## config.mk

```make
export PLATFORM = sky130hd
export DESIGN_NAME = synpp_top
export DESIGN_NICKNAME = d
export VERILOG_FILES = /design/src/rtl/synpp_pkg.sv /design/src/rtl/synpp_prep.sv /design/src/rtl/synpp_posmap.sv /design/src/rtl/synpp_top.sv
export SDC_FILE = /design/constraint.sdc
export NUM_CORES = 1
export LEC_CHECK = 0
export CAP_MARGIN = 20
export CORE_ASPECT_RATIO = 1.75
export CORE_MARGIN = 8
export CORE_UTILIZATION = 45
export DETAILED_ROUTE_END_ITERATION = 10
export PLACE_DENSITY = 0.81
export SETUP_SLACK_MARGIN = 0.15
export SLEW_MARGIN = 10
export SYNTH_ARGS = -nofsm -noshare
export SYNTH_HDL_FRONTEND = slang
export SYNTH_SLANG_ARGS = --single-unit
```

## constraint.sdc

```tcl
create_clock -name clk -period 3.2 [get_ports clk]
set_input_delay 0.64 -clock clk [delete_from_list [all_inputs] [get_ports clk]]
set_output_delay 0.64 -clock clk [all_outputs]
set_load 0.05 [all_outputs]
```

## src/rtl/synpp_pkg.sv

```systemverilog
package synpp_pkg;

    typedef enum logic [2:0] {
        S_IDLE = 3'd0,
        S_REQ  = 3'd1,
        S_WAIT = 3'd2,
        S_FLIP = 3'd3,
        S_DONE = 3'd4
    } pp_state_t;

    function automatic logic [7:0] mirror8(input logic [7:0] b);
        logic [7:0] r;
        for (int i = 0; i < 8; i++) r[i] = b[7-i];
        return r;
    endfunction

    function automatic int unsigned ones8(input logic [7:0] b);
        int unsigned n;
        n = 0;
        for (int i = 0; i < 8; i++) n += b[i];
        return n;
    endfunction

endpackage

```

## src/rtl/synpp_prep.sv

```systemverilog
module synpp_prep
    import synpp_pkg::*;
#(
    parameter int NSYN = 7,
    parameter logic [NSYN*8-1:0] BLANK_SIG = 56'hB9C7A91BFC72CF,
    parameter int FLAG_MIN = 5
) (
    input  logic [NSYN*8-1:0] syn_raw,
    input  logic [7:0]        flag_byte,
    input  logic              chk_en,
    output logic [NSYN*8-1:0] syn_rev,
    output logic              sig_blank,
    output logic              flag_blank
);
    for (genvar k = 0; k < NSYN; k++) begin : g_rev
        assign syn_rev[k*8 +: 8] = mirror8(syn_raw[k*8 +: 8]);
    end

    assign sig_blank  = (syn_raw == BLANK_SIG);
    assign flag_blank = chk_en && (flag_byte != 8'h00) &&
                        (ones8(flag_byte) >= FLAG_MIN);
endmodule

```

## src/rtl/synpp_posmap.sv

```systemverilog
module synpp_posmap #(
    parameter int POS_W      = 14,
    parameter int DATA_BYTES = 512,
    parameter int PAD_BYTES  = 8,
    localparam int BYTE_W    = POS_W - 3
) (
    input  logic [POS_W-1:0]  pos_raw,
    output logic              ign,
    output logic              spare,
    output logic [BYTE_W-1:0] byte_addr,
    output logic [2:0]        bit_idx
);
    localparam logic [POS_W-1:0] DATA_LIM = POS_W'(DATA_BYTES * 8);
    localparam logic [POS_W-1:0] ALL_LIM  = POS_W'((DATA_BYTES + PAD_BYTES) * 8);

    logic [POS_W-1:0] q;
    logic [POS_W-1:0] off;

    always_comb begin
        q         = {pos_raw[POS_W-1:3], ~pos_raw[2:0]};
        ign       = (q > ALL_LIM);
        spare     = (q > DATA_LIM);
        off       = spare ? (q - DATA_LIM) : q;
        byte_addr = off[POS_W-1:3];
        bit_idx   = off[2:0];
    end
endmodule

```

## src/rtl/synpp_top.sv

```systemverilog
module synpp_top
    import synpp_pkg::*;
#(
    parameter int NSYN       = 7,
    parameter int POS_W      = 14,
    parameter int MAX_ERR    = 4,
    parameter int DATA_BYTES = 512,
    parameter int PAD_BYTES  = 8,
    parameter int FLAG_MIN   = 5,
    localparam int CNT_W     = $clog2(MAX_ERR + 1),
    localparam int IDX_W     = (MAX_ERR > 1) ? $clog2(MAX_ERR) : 1,
    localparam int BYTE_W    = POS_W - 3,
    localparam int SYN_W     = NSYN * 8
) (
    input  logic                     clk,
    input  logic                     rst_n,
    input  logic                     start,
    input  logic                     syn_err,
    input  logic                     bbchk_en,
    input  logic [SYN_W-1:0]         syn_in,
    input  logic [7:0]               spare_flag,
    output logic [SYN_W-1:0]         syn_out,
    output logic                     syn_valid,
    input  logic                     dec_valid,
    input  logic                     dec_fail,
    input  logic [CNT_W-1:0]         dec_count,
    input  logic [MAX_ERR*POS_W-1:0] dec_pos,
    output logic                     flip_valid,
    output logic                     flip_region,
    output logic [BYTE_W-1:0]        flip_byte,
    output logic [2:0]               flip_bit,
    output logic                     done,
    output logic                     blank,
    output logic                     fail,
    output logic [CNT_W-1:0]         corr_count
);
    pp_state_t state, state_nx;

    logic [SYN_W-1:0] syn_rev, syn_q;
    logic             sig_blank, flag_blank, skip_now;
    logic [POS_W-1:0] pos_q [MAX_ERR];
    logic [CNT_W-1:0] cnt_q, count_q;
    logic [IDX_W-1:0] idx_q;
    logic             blank_q, fail_q;
    logic             m_ign, m_spare, last_slot, dec_bad;
    logic [BYTE_W-1:0] m_byte;
    logic [2:0]       m_bit;

    synpp_prep #(.NSYN(NSYN), .FLAG_MIN(FLAG_MIN)) prep_i (
        .syn_raw(syn_in), .flag_byte(spare_flag), .chk_en(bbchk_en),
        .syn_rev(syn_rev), .sig_blank(sig_blank), .flag_blank(flag_blank)
    );

    synpp_posmap #(.POS_W(POS_W), .DATA_BYTES(DATA_BYTES), .PAD_BYTES(PAD_BYTES)) map_i (
        .pos_raw(pos_q[idx_q]), .ign(m_ign), .spare(m_spare),
        .byte_addr(m_byte), .bit_idx(m_bit)
    );

    assign skip_now  = !syn_err || sig_blank || flag_blank;
    assign dec_bad   = dec_fail || (dec_count > CNT_W'(MAX_ERR)) || (dec_count == '0);
    assign last_slot = (CNT_W'(idx_q) == (cnt_q - CNT_W'(1)));

    // state register
    always_ff @(posedge clk or negedge rst_n) begin
        if (!rst_n) state <= S_IDLE;
        else        state <= state_nx;
    end

    // next state
    always_comb begin
        state_nx = state;
        unique case (state)
            S_IDLE: if (start) state_nx = skip_now ? S_DONE : S_REQ;
            S_REQ:  state_nx = S_WAIT;
            S_WAIT: if (dec_valid) state_nx = dec_bad ? S_DONE : S_FLIP;
            S_FLIP: if (last_slot) state_nx = S_DONE;
            S_DONE: state_nx = S_IDLE;
            default: state_nx = S_IDLE;
        endcase
    end

    // datapath registers
    always_ff @(posedge clk or negedge rst_n) begin
        if (!rst_n) begin
            syn_q   <= '0;
            cnt_q   <= '0;
            count_q <= '0;
            idx_q   <= '0;
            blank_q <= 1'b0;
            fail_q  <= 1'b0;
            for (int i = 0; i < MAX_ERR; i++) pos_q[i] <= '0;
        end else begin
            unique case (state)
                S_IDLE: if (start) begin
                    syn_q   <= syn_rev;
                    blank_q <= syn_err && (sig_blank || flag_blank);
                    fail_q  <= 1'b0;
                    count_q <= '0;
                end
                S_WAIT: if (dec_valid) begin
                    cnt_q  <= dec_count;
                    idx_q  <= '0;
                    fail_q <= dec_fail || (dec_count > CNT_W'(MAX_ERR));
                    for (int i = 0; i < MAX_ERR; i++)
                        pos_q[i] <= dec_pos[i*POS_W +: POS_W];
                end
                S_FLIP: begin
                    idx_q <= idx_q + IDX_W'(1);
                    if (!m_ign) count_q <= count_q + CNT_W'(1);
                end
                default: ;
            endcase
        end
    end

    // outputs
    always_comb begin
        syn_out     = syn_q;
        syn_valid   = (state == S_REQ);
        flip_valid  = (state == S_FLIP) && !m_ign;
        flip_region = m_spare;
        flip_byte   = m_byte;
        flip_bit    = m_bit;
        done        = (state == S_DONE);
        blank       = blank_q;
        fail        = fail_q;
        corr_count  = count_q;
    end

    // a clean page never reaches the decoder
    a_r2_clean_skips: assert property (@(posedge clk) disable iff (!rst_n)
        (state == S_IDLE && start && !syn_err) |=> (done && !syn_valid && !blank));

    // signature match finishes at once as erased
    a_r3_sig_blank: assert property (@(posedge clk) disable iff (!rst_n)
        (state == S_IDLE && start && syn_err && sig_blank) |=> (done && blank));

    // decoder request lasts one cycle
    a_r5_req_single: assert property (@(posedge clk) disable iff (!rst_n)
        syn_valid |=> !syn_valid);

    // issued flips stay inside their region
    a_r7_byte_range: assert property (@(posedge clk) disable iff (!rst_n)
        flip_valid |-> (flip_region ? (flip_byte <= BYTE_W'(PAD_BYTES))
                                    : (flip_byte <= BYTE_W'(DATA_BYTES))));

    // an uncorrectable page carries no flips
    a_r9_fail_no_flip: assert property (@(posedge clk) disable iff (!rst_n)
        fail |-> !flip_valid);

    // completion is a single pulse
    a_r10_done_pulse: assert property (@(posedge clk) disable iff (!rst_n)
        done |=> !done);
endmodule

```

==> out/qor_table.md <==
| Stage | Item | Value |
|---|---|---|
| timing | Post-route fraction of the period consumed by the critical path | 107% |
| logic synthesis | Yosys warning total | 0 |
| setup path | Crit-path max cell delay | 0.52 ns |
| finish | Ratio of cells with drive above 1 in the final layout | 13.7% |
| floorplanning | Number of top-level pins | 209 |
| finish | Most frequent standard cell in the layout excluding fill and tap cells | sky130_fd_sc_hd__nand2_1 |
| setup path | Reg-to-reg startpoint | idx_q[0] |
| outcome | Failing checks | setup timing |
| timing | Post-route minimum period | 3.44 ns |
| setup path | Reg2Reg Setup Slack | 0.54 ns |
| power and ir drop | Total power divided by cell area | 1210 nW/µm² |
| setup path | Type of element launching the critical path | flip-flop |
| route | Antenna violation net count after detailed routing | 0 |
| job | Max-cap violation count | 0 |
| floorplanning | Core ar. | 12500 µm² |
| logic synthesis | Cells after synthesis | 644 |
| clocking | Clock tree buffer depth | 2 |
| route | Per-cell routed wire length | 17.9 µm |
| grt | Initial antenna violation count | 0 |
| logic synthesis | Distinct cells, synth | 50 |
| logic synthesis | Multiplexer share of the synthesized area | 6.18% |
| placement | Placed wire-length estimate after detailed placement | 13800 µm |
| grt | Maximum number of pins on one net before global-route repair | 64 |
| route | Number of DRC markers after the initial detailed-route iteration | 222 |
| floorplanning | Die footprint | 16800 µm² |
| logic synthesis | Post-synthesis share of cell area spent on full adders, half adders and majority gates | 3.13% |
| floorplanning | Placement row count | 54 |
| finish | Register area | 3130 µm² |
| logic synthesis | Primary FF master, synth | sky130_fd_sc_hd__dfrtp_1 |
| power and ir drop | Sequential Power Share | 25.5% |
| route | # DRC | 0 |
| power and ir drop | Power dissipated by switching net loads | 4930 µW |
| floorplanning | Width of the die | 101 µm |
| timing | Maximum clock rate | 0.291 GHz |
| clocking | Number of levels in the clock H-tree | 4 |
| setup path | Signal arrival time at the worst endpoint | 2.80 ns |
| placement | Last weighted congestion value of the routability-driven placer | 0.815 |
| setup path | Capturing element type of the critical path | primary output |
| setup path | RR Endpoint | corr_count[2] |
| finish | Count of filler cells inserted in the layout | 884 |
| logic synthesis | Syn nets | 786 |
| finish | Most frequent cells in the layout | sky130_fd_sc_hd__nand2_1, sky130_fd_sc_hd__clkdlybuf4s50_1, sky130_fd_sc_hd__dfrtp_1, sky130_fd_sc_hd__buf_4, sky130_fd_sc_hd__clkbuf_16 |
| setup path | Setup crit start | idx_q[0] |
| logic synthesis | Xor/xnor cell area share of the yosys netlist | 0.609% |
| timing | Number of failing hold endpoints at the final stage | 0 |
| power and ir drop | Switching share of power | 45.3% |
| finish | ANT cells | 0 |
| setup path | Sequence of cells on the critical path | buf_12 -> buf_12 -> mux4_2 -> and4bb_1 -> nand4b_1 -> nor3b_2 -> nor2_4 -> mux2i_4 -> buf_12 |
| setup path | Worst r2r path cells | 11 |
| logic synthesis | Average size of a mapped cell | 8.93 µm² |
| grt | Sum of overflow across all layers after global routing | 0 |
| setup path | Crit path max fanout | 5 |
| grt | Number of global-route vias before repair | 5922 |
| floorplanning | Overall die height | 166 µm |
| timing | Setup repair after global routing missed its margin | yes |
| logic synthesis | Cell Area, Synth | 5750 µm² |
| power and ir drop | Leakage power | 0.00433 µW |
| logic synthesis | Register area share after synthesis | 54.4% |
| power and ir drop | Internal Pwr Total | 5950 µW |
| setup path | Data required time of the worst path | 2.56 ns |
| timing | Least-Margin Pin Slew | 0.748 ns |
| logic synthesis | Ys async rst share | 100% |
| clocking | Cell chosen for the clock root | sky130_fd_sc_hd__clkbuf_16 |
| route | Number of vias per cell | 5.14 |
| route | Total routed wirelength | 18800 µm |
| logic synthesis | Post-synthesis sequential element count | 125 |
| hold path | Hold Crit Class | in -> async |
| timing | Max Transition Viols Final | 0 |
| timing | Number of failing setup endpoints in the final timing report | 7 |
| logic synthesis | Post-synthesis compound-gate area fraction | 2.50% |
| timing | Total Neg Setup Slack | -1.15 ns |
| clocking | CTS tree | done |
| logic synthesis | EDFF count, synth | 0 |
| clocking | Count of hold buffers inserted by post-cts repair | 0 |
| clocking | Clock-pin slew on the worst setup and hold paths | 0.06 ns |
| setup path | Worst setup path class | reg -> out |
| setup path | Highest-delay cell along the critical path | sky130_fd_sc_hd__mux4_2 |
| clocking | Number of buffers created by CTS | 17 |
| timing | Final Worst Setup Slack | -0.237 ns |
| finish | Final Net Count | 1009 |
| power and ir drop | Peak supply drop | 0.802 mV |
| clocking | Clock insertion delay at the later pin of the skew report | 0.41 ns |
| floorplanning | Initial Util | 46.0% |
| logic synthesis | Simple-gate portion of the synthesized area | 29.6% |
| power and ir drop | Overall power | 10900 µW |
| finish | Synth-to-layout area growth | 56.7% |
| grt | Overall track demand over capacity in global routing | 23.2% |
| outcome | Run status | complete, but fails checks |
| power and ir drop | Logic gate share of total power | 55.1% |
| route | Via count of the routed design | 5384 |
| setup path | Most repeated library cell on the critical path | sky130_fd_sc_hd__buf_12 |
| timing | Max transition margin | 50.2% |
| placement | I/O Buffers | 208 |
| route | Number of detailed-route iterations in the first pass | 7 |
| logic synthesis | Combinational family with the most area after synthesis | simple AND/OR/NAND/NOR gates |
| clocking | Total number of clock tree sinks | 125 |
| power and ir drop | Share of total power in the clock network | 19.4% |
| finish | Multi-input gate area | 2550 µm² |
| timing | Maximum clock skew at final layout | 0.0122 ns |
| grt | Wire length of the first global-routing pass | 29900 µm |
==> power groups by stage <==
stage | clock network, µW | logic (µW) | registers [µW]
detailed placement | 0 | 5730 | 2760
global placement | 0 | 5590 | 2710
finish | 2120 | 6000 | 2770
floorplan | 0 | 2520 | 3890
CTS | 2150 | 5990 | 2760
global route | 2220 | 6370 | 2850
==> cell families (layout without fill, tap and decap cells) <==
| logic type | after synthesis | after routing |
|---|---|---|
| compound gates | 22 | 22 |
| flops | 125 | 125 |
| fa+ha+maj | 12 | 12 |
| buf+inv | 51 | 286 |
| mux | 19 | 19 |
| simple gates | 411 | 411 |
| xor+xnor | 4 | 4 |
==> how the worst max path moves through the flow <==
stage                     depth (start not counted)             to  slack (ns)
after floorplan                                  15       state[2]       -0.36
after global placement                           16       state[2]       -1.10
after detailed placement                         16       state[2]       -1.17
after CTS                                        16       state[2]       -0.41
after global routing                             16       state[2]       -0.30
final                                             9  flip_byte[10]       -0.24
==> worst max-delay path, delay by kind of cell, from the launching register on <==
kind	cells	cell delay (ns)
buffers and inverters	3	0.41
DFF	1	0.41
muxes	2	0.82
and+or+nand+nor	4	0.74
==> stage by stage <==
stage	hold WS (ns)	area, µm²	utilization [%]	instances	worst slack [ns]
2_1_floorplan	0.344	5850	-	644	-0.357
3_3_place_gp	0.453	8180	65.4	1004	-1.10
3_5_place_dp	0.459	8180	65.4	1004	-1.17
4_1_cts	0.301	8990	71.9	1045	-0.406
5_1_grt	0.329	9010	72.1	1047	-0.303
6_report	0.274	9010	72.1	1047	-0.237
==> synth_stat cells (2+ instances only) <==
cell type                  count  area [µm²]
sky130_fd_sc_hd__nor3_1        5        25.0
sky130_fd_sc_hd__and4b_1       2        20.0
sky130_fd_sc_hd__xnor2_1       2        17.5
sky130_fd_sc_hd__nand2_1     354        1330
sky130_fd_sc_hd__nand4b_1      8        70.1
sky130_fd_sc_hd__a21oi_1       2        10.0
sky130_fd_sc_hd__mux4_2       13         293
sky130_fd_sc_hd__ha_1          8         100
sky130_fd_sc_hd__nand3_1       6        30.0
sky130_fd_sc_hd__fa_1          4        80.1
sky130_fd_sc_hd__o22ai_1       3        18.8
sky130_fd_sc_hd__dfrtp_1     125        3130
sky130_fd_sc_hd__nor4_1        4        25.0
sky130_fd_sc_hd__nand2b_1      3        18.8
sky130_fd_sc_hd__nor3b_1       2        15.0
sky130_fd_sc_hd__xor2_1        2        17.5
sky130_fd_sc_hd__o21ai_1       6        30.0
sky130_fd_sc_hd__buf_2         2        10.0
sky130_fd_sc_hd__inv_1        19        71.3
sky130_fd_sc_hd__mux2i_1       4        40.0
sky130_fd_sc_hd__and2_1        2        12.5
sky130_fd_sc_hd__nor2_1       12        45.0
sky130_fd_sc_hd__o21ai_0       2        10.0
sky130_fd_sc_hd__or4b_1        2        20.0
sky130_fd_sc_hd__clkbuf_1     26        97.6
sky130_fd_sc_hd__a22oi_1       2        15.0
==> registers in the layout, summed over array words and instances (netlist names) <==
name	count
pos_q	56
syn_out	56
cnt_q	3
corr_count	3
state	3
idx_q	2
blank	1
fail	1
==> final cells by class <==
| cell class | count | share of cell area (%) |
|---|---|---|
| Sequential cell | 125 | 34.7 |
| Tap cell | 168 | 2.33 |
| Clock buffer | 18 | 4.87 |
| Clock inverter | 13 | 2.36 |
| Timing Repair Buffer | 235 | 26.4 |
| Inverter | 20 | 0.999 |
| Multi-Input combinational cell | 468 | 28.3 |
==> layer usage <==
layer	wire (µm)	global-route usage, %	vias up
met5	0	0	-
met4	784	12.3	0
met3	1750	9.45	46
met2	9990	40.6	237
met1	6270	22.6	2598
li1	-	-	2503
==> repair_timing <==
action                                  in CTS  in global routing
endpoints found under the hold margin        0                  0
pin swaps                                   17                 13
gates cloned                                 1                  0
endpoints found under the setup margin       7                  7
gates resized for setup                     27                  2
buffers inserted                             9                  2
Note: power is estimated with default switching activity, not from simulation.
